## config.mk

```make
export PLATFORM = sky130hd
export DESIGN_NAME = scb_scoreboard
export DESIGN_NICKNAME = d
export VERILOG_FILES = /design/src/rtl/scb_pkg.sv /design/src/rtl/scb_class_decode.sv /design/src/rtl/scb_reg_timers.sv /design/src/rtl/scb_hazard.sv /design/src/rtl/scb_exec_fsm.sv /design/src/rtl/scb_scoreboard.sv
export SDC_FILE = /design/constraint.sdc
export NUM_CORES = 1
export LEC_CHECK = 0
export CELL_PAD_IN_SITES_DETAIL_PLACEMENT = 1
export CELL_PAD_IN_SITES_GLOBAL_PLACEMENT = 1
export CORE_AREA = 2 2 132 134
export DETAILED_ROUTE_END_ITERATION = 7
export DIE_AREA = 0 0 134 136
export GPL_TIMING_DRIVEN = 0
export PLACE_DENSITY_LB_ADDON = 0.1
export SETUP_SLACK_MARGIN = 0.3
export SLEW_MARGIN = 40
export SYNTH_ARGS = -nofsm -noshare
export SYNTH_HDL_FRONTEND = slang
export SYNTH_SLANG_ARGS = --single-unit
```

## constraint.sdc

```tcl
create_clock -name clk -period 3.7 [get_ports clk]
set_clock_uncertainty 0.15 [all_clocks]
set_input_delay 0.74 -clock clk [delete_from_list [all_inputs] [get_ports clk]]
set_output_delay 0.74 -clock clk [all_outputs]
set_load 0.02 [all_outputs]
```

## src/rtl/scb_pkg.sv

```systemverilog
package scb_pkg;

    typedef enum logic [2:0] {
        CLS_ALU       = 3'd0,
        CLS_ALU_SHREG = 3'd1,
        CLS_LOAD1     = 3'd2,
        CLS_LOADM     = 3'd3,
        CLS_STORE     = 3'd4,
        CLS_BRANCH    = 3'd5,
        CLS_CALL      = 3'd6,
        CLS_NOP       = 3'd7
    } op_class_e;

    typedef enum logic {
        ST_FREE = 1'b0,
        ST_HOLD = 1'b1
    } exec_state_e;

endpackage

```

## src/rtl/scb_class_decode.sv

```systemverilog
module scb_class_decode
    import scb_pkg::*;
#(
    parameter int CNTW       = 6,
    parameter int HW         = 2,
    parameter int LAT_ALU    = 1,
    parameter int LAT_SHREG  = 2,
    parameter int LAT_LOAD1  = 2,
    parameter int LAT_LOADM  = 3,
    parameter int LAT_CALL   = 32,
    parameter int SHREG_EXEC = 2,
    parameter int LOADM_EXEC = 3
) (
    input  op_class_e         cls,
    output logic [CNTW-1:0]   wait_init,
    output logic              writes,
    output logic              fwd_src,
    output logic              store_op,
    output logic [HW-1:0]     extra_busy
);

    localparam logic [CNTW-1:0] W_ALU   = CNTW'(LAT_ALU - 1);
    localparam logic [CNTW-1:0] W_SHREG = CNTW'(LAT_SHREG - 1);
    localparam logic [CNTW-1:0] W_LOAD1 = CNTW'(LAT_LOAD1 - 1);
    localparam logic [CNTW-1:0] W_LOADM = CNTW'(LAT_LOADM - 1);
    localparam logic [CNTW-1:0] W_CALL  = CNTW'(LAT_CALL - 1);
    localparam logic [HW-1:0]   X_SHREG = HW'(SHREG_EXEC - 1);
    localparam logic [HW-1:0]   X_LOADM = HW'(LOADM_EXEC - 1);

    always_comb begin
        wait_init  = '0;
        writes     = 1'b0;
        fwd_src    = 1'b0;
        store_op   = 1'b0;
        extra_busy = '0;
        unique case (cls)
            CLS_ALU: begin
                wait_init = W_ALU;
                writes    = 1'b1;
            end
            CLS_ALU_SHREG: begin
                wait_init  = W_SHREG;
                writes     = 1'b1;
                extra_busy = X_SHREG;
            end
            CLS_LOAD1: begin
                wait_init = W_LOAD1;
                writes    = 1'b1;
                fwd_src   = 1'b1;
            end
            CLS_LOADM: begin
                wait_init  = W_LOADM;
                writes     = 1'b1;
                extra_busy = X_LOADM;
            end
            CLS_STORE: begin
                store_op = 1'b1;
            end
            CLS_BRANCH: begin
                writes = 1'b0;
            end
            CLS_CALL: begin
                wait_init = W_CALL;
                writes    = 1'b1;
            end
            CLS_NOP: begin
                writes = 1'b0;
            end
        endcase
    end

endmodule

```

## src/rtl/scb_reg_timers.sv

```systemverilog
module scb_reg_timers #(
    parameter int NREGS = 16,
    parameter int CNTW  = 6
) (
    input  logic                        clk,
    input  logic                        rst,
    input  logic                        wr_en,
    input  logic [NREGS-1:0]            wr_mask,
    input  logic [CNTW-1:0]             wait_init,
    input  logic                        fwd_src,
    output logic [NREGS-1:0][CNTW-1:0]  remain,
    output logic [NREGS-1:0]            fwd_ok
);

    for (genvar gi = 0; gi < NREGS; gi++) begin : g_reg
        logic [CNTW-1:0] cnt_q;
        logic            fwd_q;

        always_ff @(posedge clk) begin
            if (rst) begin
                cnt_q <= '0;
                fwd_q <= 1'b0;
            end else if (wr_en && wr_mask[gi]) begin
                cnt_q <= wait_init;
                fwd_q <= fwd_src;
            end else if (cnt_q != '0) begin
                cnt_q <= cnt_q - 1'b1;
            end
        end

        assign remain[gi] = cnt_q;
        assign fwd_ok[gi] = fwd_q;
    end

endmodule

```

## src/rtl/scb_hazard.sv

```systemverilog
module scb_hazard #(
    parameter int NREGS = 16,
    parameter int CNTW  = 6,
    parameter int IDXW  = 4
) (
    input  logic                        valid,
    input  logic                        exec_busy,
    input  logic                        store_op,
    input  logic                        src0_vld,
    input  logic [IDXW-1:0]             src0,
    input  logic                        src1_vld,
    input  logic [IDXW-1:0]             src1,
    input  logic [NREGS-1:0][CNTW-1:0]  remain,
    input  logic [NREGS-1:0]            fwd_ok,
    output logic                        stall
);

    localparam logic [CNTW-1:0] ONE = CNTW'(1);

    logic [CNTW-1:0] rem0;
    logic [CNTW-1:0] rem1;
    logic            blk0;
    logic            blk1;
    logic            shortcut;

    always_comb begin
        rem0     = remain[src0];
        rem1     = remain[src1];
        shortcut = store_op && fwd_ok[src1] && (rem1 == ONE);
        blk0     = src0_vld && (rem0 != '0);
        blk1     = src1_vld && (rem1 != '0) && !shortcut;
        stall    = valid && (exec_busy || blk0 || blk1);
    end

endmodule

```

## src/rtl/scb_exec_fsm.sv

```systemverilog
module scb_exec_fsm
    import scb_pkg::*;
#(
    parameter int HW = 2
) (
    input  logic          clk,
    input  logic          rst,
    input  logic          start,
    input  logic [HW-1:0] extra,
    output logic          busy
);

    exec_state_e   state_q;
    logic [HW-1:0] left_q;

    always_ff @(posedge clk) begin
        if (rst) begin
            state_q <= ST_FREE;
            left_q  <= '0;
        end else begin
            unique case (state_q)
                ST_FREE: begin
                    if (start) begin
                        state_q <= ST_HOLD;
                        left_q  <= extra - 1'b1;
                    end
                end
                ST_HOLD: begin
                    if (left_q == '0) begin
                        state_q <= ST_FREE;
                    end else begin
                        left_q <= left_q - 1'b1;
                    end
                end
            endcase
        end
    end

    always_comb begin
        unique case (state_q)
            ST_FREE: busy = 1'b0;
            ST_HOLD: busy = 1'b1;
        endcase
    end

endmodule

```

## src/rtl/scb_scoreboard.sv

```systemverilog
module scb_scoreboard
    import scb_pkg::*;
#(
    parameter int NREGS      = 16,
    parameter int LAT_ALU    = 1,
    parameter int LAT_SHREG  = 2,
    parameter int LAT_LOAD1  = 2,
    parameter int LAT_LOADM  = 3,
    parameter int LAT_CALL   = 32,
    parameter int SHREG_EXEC = 2,
    parameter int LOADM_EXEC = 3,
    localparam int IDXW      = $clog2(NREGS)
) (
    input  logic             clk,
    input  logic             rst,
    input  logic             iss_valid,
    input  logic [2:0]       iss_class,
    input  logic [NREGS-1:0] iss_dst_mask,
    input  logic             iss_src0_vld,
    input  logic [IDXW-1:0]  iss_src0,
    input  logic             iss_src1_vld,
    input  logic [IDXW-1:0]  iss_src1,
    output logic             iss_stall
);

    localparam int EXEC_MAX  = (SHREG_EXEC > LOADM_EXEC) ? SHREG_EXEC : LOADM_EXEC;
    localparam int HW        = $clog2(EXEC_MAX) + 1;
    localparam int CNTW      = $clog2(LAT_CALL + 1);

    op_class_e                  cls;
    logic [CNTW-1:0]            wait_init;
    logic                       writes;
    logic                       fwd_src;
    logic                       store_op;
    logic [HW-1:0]              extra_busy;
    logic [NREGS-1:0][CNTW-1:0] remain;
    logic [NREGS-1:0]           fwd_ok;
    logic                       exec_busy;
    logic                       fire;

    assign cls  = op_class_e'(iss_class);
    assign fire = iss_valid && !iss_stall;

    scb_class_decode #(
        .CNTW(CNTW), .HW(HW),
        .LAT_ALU(LAT_ALU), .LAT_SHREG(LAT_SHREG), .LAT_LOAD1(LAT_LOAD1),
        .LAT_LOADM(LAT_LOADM), .LAT_CALL(LAT_CALL),
        .SHREG_EXEC(SHREG_EXEC), .LOADM_EXEC(LOADM_EXEC)
    ) u_dec (
        .cls(cls), .wait_init(wait_init), .writes(writes),
        .fwd_src(fwd_src), .store_op(store_op), .extra_busy(extra_busy)
    );

    scb_reg_timers #(.NREGS(NREGS), .CNTW(CNTW)) u_tmr (
        .clk(clk), .rst(rst), .wr_en(fire && writes),
        .wr_mask(iss_dst_mask), .wait_init(wait_init), .fwd_src(fwd_src),
        .remain(remain), .fwd_ok(fwd_ok)
    );

    scb_exec_fsm #(.HW(HW)) u_fsm (
        .clk(clk), .rst(rst), .start(fire && (extra_busy != '0)),
        .extra(extra_busy), .busy(exec_busy)
    );

    scb_hazard #(.NREGS(NREGS), .CNTW(CNTW), .IDXW(IDXW)) u_haz (
        .valid(iss_valid), .exec_busy(exec_busy), .store_op(store_op),
        .src0_vld(iss_src0_vld), .src0(iss_src0),
        .src1_vld(iss_src1_vld), .src1(iss_src1),
        .remain(remain), .fwd_ok(fwd_ok), .stall(iss_stall)
    );

endmodule

```

==> impl_results.md <==
- Pwr Density: 867 nW/um^2
- Total Power: 0.00730 W
- Max VDD drop: 0.350 mV
- TritonCTS clock tree: yes
- Slew margin rel.: 41.7%
- Die ar.: 18200 um^2
- Area Overhead vs Synth: 19.5%
- Vias in the first global route: 6484
- Top cells by area, synth: dfxtp_1 33%, mux2i_1 10%, mux2_2 4.5%
- Drt wl/cell: 20.3 um
- Max Fclk: 271 MHz
- EDFF count, synth: 0
- Initial core utilization: 41.7%
- Synth warnings: 0
- I/O pin cnt: 33
- # nets final: 905
- Worst hold path type: flip-flop to flip-flop
- Worst r2r path cells: 10
- Most common cell in the netlist: dfxtp_1
- Design area: 8420 um^2
- Worst-path maximum fanout: 7
- Post-Place Cells: 1055
- Synthesized flop and latch total: 116
- Worst-path cell chain: or4_4 -> nor4_4 -> a311oi_2 -> a211o_1 -> nor4b_4 -> buf_6 -> buf_8 -> a21boi_2 -> buf_6
- RSZ-0062 raised after global routing: true
- # port buffers: 32
- First-pass GRT wire length: 35200 um
- Worst-Margin Slew: 0.875 ns
- Die height: 136 um
- Register area share after synthesis: 33.0%
- Drt first pass iters: 5
- Routed wire length: 22200 um
- Clk slew on worst S/H paths: 0.06 ns
- Gpl congestion: 0.894
- TritonCTS buffer count: 17
- Synth cell types: 57
- H-tree levels: 4
- Most Frequent Cell on Critical Path: buf_6
- RR Endpoint: u_tmr.g_reg[7].cnt_q[2]$_SDFFE_PP0P_
- All-layer global routing usage: 25.3%
- Overflow left after global routing: 0
- Via count: 6101
- CTS sink count: 116
- DR DRC count: 0
- TNS Setup: 0 ns
- Area of placed instances: 7670 um^2
- Clk_lat worst skew: 0.42 ns
- Initial antenna violation count: 0
- Core Footprint: 16900 um^2
- Final Non-Filler Cells: 1093
- Async set-reset flop share out of synthesis: 0%
- Hold Startpoint: u_tmr.g_reg[13].fwd_q$_SDFFE_PP0P_
- Reg2Reg Launch Point: u_tmr.g_reg[14].cnt_q[4]$_SDFFE_PP0P_
- Most frequent cells after synthesis: 116 x dfxtp_1, 78 x nor2_1, 72 x mux2i_1
- Die X: 134 um
- Most used DFF post-synth: dfxtp_1
- Critical path's largest stage delay: 0.55 ns
- Worst hold endpoint: u_tmr.g_reg[13].fwd_q$_SDFFE_PP0P_
- Largest net degree at the start of global routing: 17
- Type of the worst setup path: flip-flop to output pin
- Row count: 48
- Worst EP arrival: 2.80 ns
- Critical path's slowest cell: or4_4
- Initial DRC Count: 215
- Pleak: 3.75 nW
- Mapped Avg Cell Area: 8.84 um^2
- DP HPWL: 16100 um
- CTS Root Cell: clkbuf_16
- Required time worst endpoint: 2.81 ns
- Fillcell total: 1960
- Critical Path Sink Type: output pin
- Top cell type's share of synthesized area: 33.0%
- Pins Over Slew Limit: 0
- Via-per-instance ratio: 5.58
- Cell count after synthesis: 797
- Final period utilization: 99.7%
- Final setup viols: 0
- Syn_nets: 846
- Critical Path Start Type: flip-flop
- Min-Delay Path Depth: 2
- Mapped Area: 7050 um^2
- Maximum Capacitance Violations: 0
- Share of post-route cells with drive strength above 1: 16.4%
- Min cycle time layout: 3.69 ns
- Buf+Inv Stages, Crit Path: 3
- R2R setup slack: 0.46 ns
- Final ANT Viol Nets: 0
- Clk buf depth: 2
- Post-synth top area cell: dfxtp_1
- Antenna cells: 0
- Fin. Hold Viols: 0
- Status: finished, final reports clean
- CTS Hold Buffers Added: 0
- Crit-path leading delay family: simple AND/OR/NAND/NOR gates
==> metal layers <==
layer / GRT usage [%] / routed length, um / vias to the layer above
li1: - / - / 2929
met1: 31.7 / 10200 / 3066
met2: 44.9 / 11100 / 85
met3: 4.21 / 565 / 21
met4: 6.86 / 292 / 0
met5: 0 / 0 / -
==> registers in the layout (all words and copies together) (netlist names) <==
signal	flops
u_fsm.left_q	3
u_tmr.g.fwd_q	16
u_tmr.g.cnt_q	96
u_fsm.state_q	1
==> where the power goes <==
part           internal, W  switching (W)
sequential         0.00167       0.000526
combinational      0.00170        0.00190
clock             0.000917       0.000589
total              0.00428        0.00302
==> cell families (layout without fill, tap and decap cells) <==
kind of cell    count (synthesis)  count (layout)  share of synthesized area (%)
mux                           107             107                           16.5
xor+xnor                       59              59                           7.33
compound gates                 92              92                           9.22
fa+ha+maj                      17              17                           3.02
simple gates                  330             330                           26.3
buf+inv                        76             147                           4.64
flops                         116             116                           33.0
==> cells in the final DEF, fill, tap and decap left out, drive strengths merged, types with 6 or more instances in the layout <==
| cell | netlist | final |
|---|---|---|
| a211o | 15 | 15 |
| buf | 6 | 16 |
| nor3b | 11 | 11 |
| nand2 | 71 | 71 |
| nand4 | 6 | 6 |
| a21oi | 32 | 32 |
| xor2 | 24 | 24 |
| and3 | 14 | 14 |
| nand3b | 8 | 8 |
| nand3 | 24 | 24 |
| dfxtp | 116 | 116 |
| nor2b | 6 | 6 |
| or3 | 10 | 10 |
| clkdlybuf4s50 | 0 | 23 |
| nor2 | 78 | 78 |
| nand2b | 29 | 29 |
| inv | 48 | 48 |
| nor4 | 18 | 18 |
| nor3 | 44 | 44 |
| ha | 17 | 17 |
| xnor2 | 35 | 35 |
| clkbuf | 22 | 47 |
| mux2 | 32 | 32 |
| a22oi | 6 | 6 |
| mux2i | 72 | 72 |
==> final cells by class <==
| type | instances | area, um^2 | area share, % |
|---|---|---|---|
| Tap cell | 225 | 282 | 3.34 |
| Clock buffer | 26 | 499 | 5.93 |
| Inverter | 48 | 180 | 2.14 |
| Sequential cell | 116 | 2320 | 27.6 |
| Buffer | 28 | 181 | 2.15 |
| Clock inverter | 5 | 25.0 | 0.297 |
| Multi-Input combinational cell | 605 | 4540 | 54.0 |
| Timing Repair Buffer | 40 | 384 | 4.56 |
==> through the flow <==
step / setup WS [ns] / util (%) / hold slack [ns]
floorplan: 0.308 / - / 0.302
global placement: -1.46 / 45.3 / 0.312
detailed placement: -1.31 / 45.5 / 0.319
CTS: 0.0443 / 49.4 / 0.328
global route: -0.112 / 49.9 / 0.359
finish: 0.0128 / 49.9 / 0.329
==> worst min-delay path, cell delays in order, from the launching register on <==
cell	delay, ns
dfxtp_1	0.31
nand2b_1	0.07
mux2i_1	0.06
==> how the worst max path moves through the flow <==
stage,startpoint,to,slack (ns),cells after the start
floorplan,iss_src1[2],iss_stall,0.31,7
global placement,iss_src0[0],iss_stall,-1.46,9
detailed placement,iss_src0[0],iss_stall,-1.31,10
CTS,u_tmr.g_reg[12].cnt_q[0]$_SDFFE_PP0P_,iss_stall,0.04,9
global route,u_tmr.g_reg[14].cnt_q[4]$_SDFFE_PP0P_,iss_stall,-0.11,9
finish,u_tmr.g_reg[14].cnt_q[4]$_SDFFE_PP0P_,iss_stall,0.01,9
==> timing repair <==
action | in CTS | in global routing
endpoints found under the setup margin | 117 | 110
gates resized for setup | 47 | 13
buffers inserted | 2 | 5
endpoints found under the hold margin | 0 | 0
pin swaps | 2 | 6
Power figures use the tool's default switching activity.
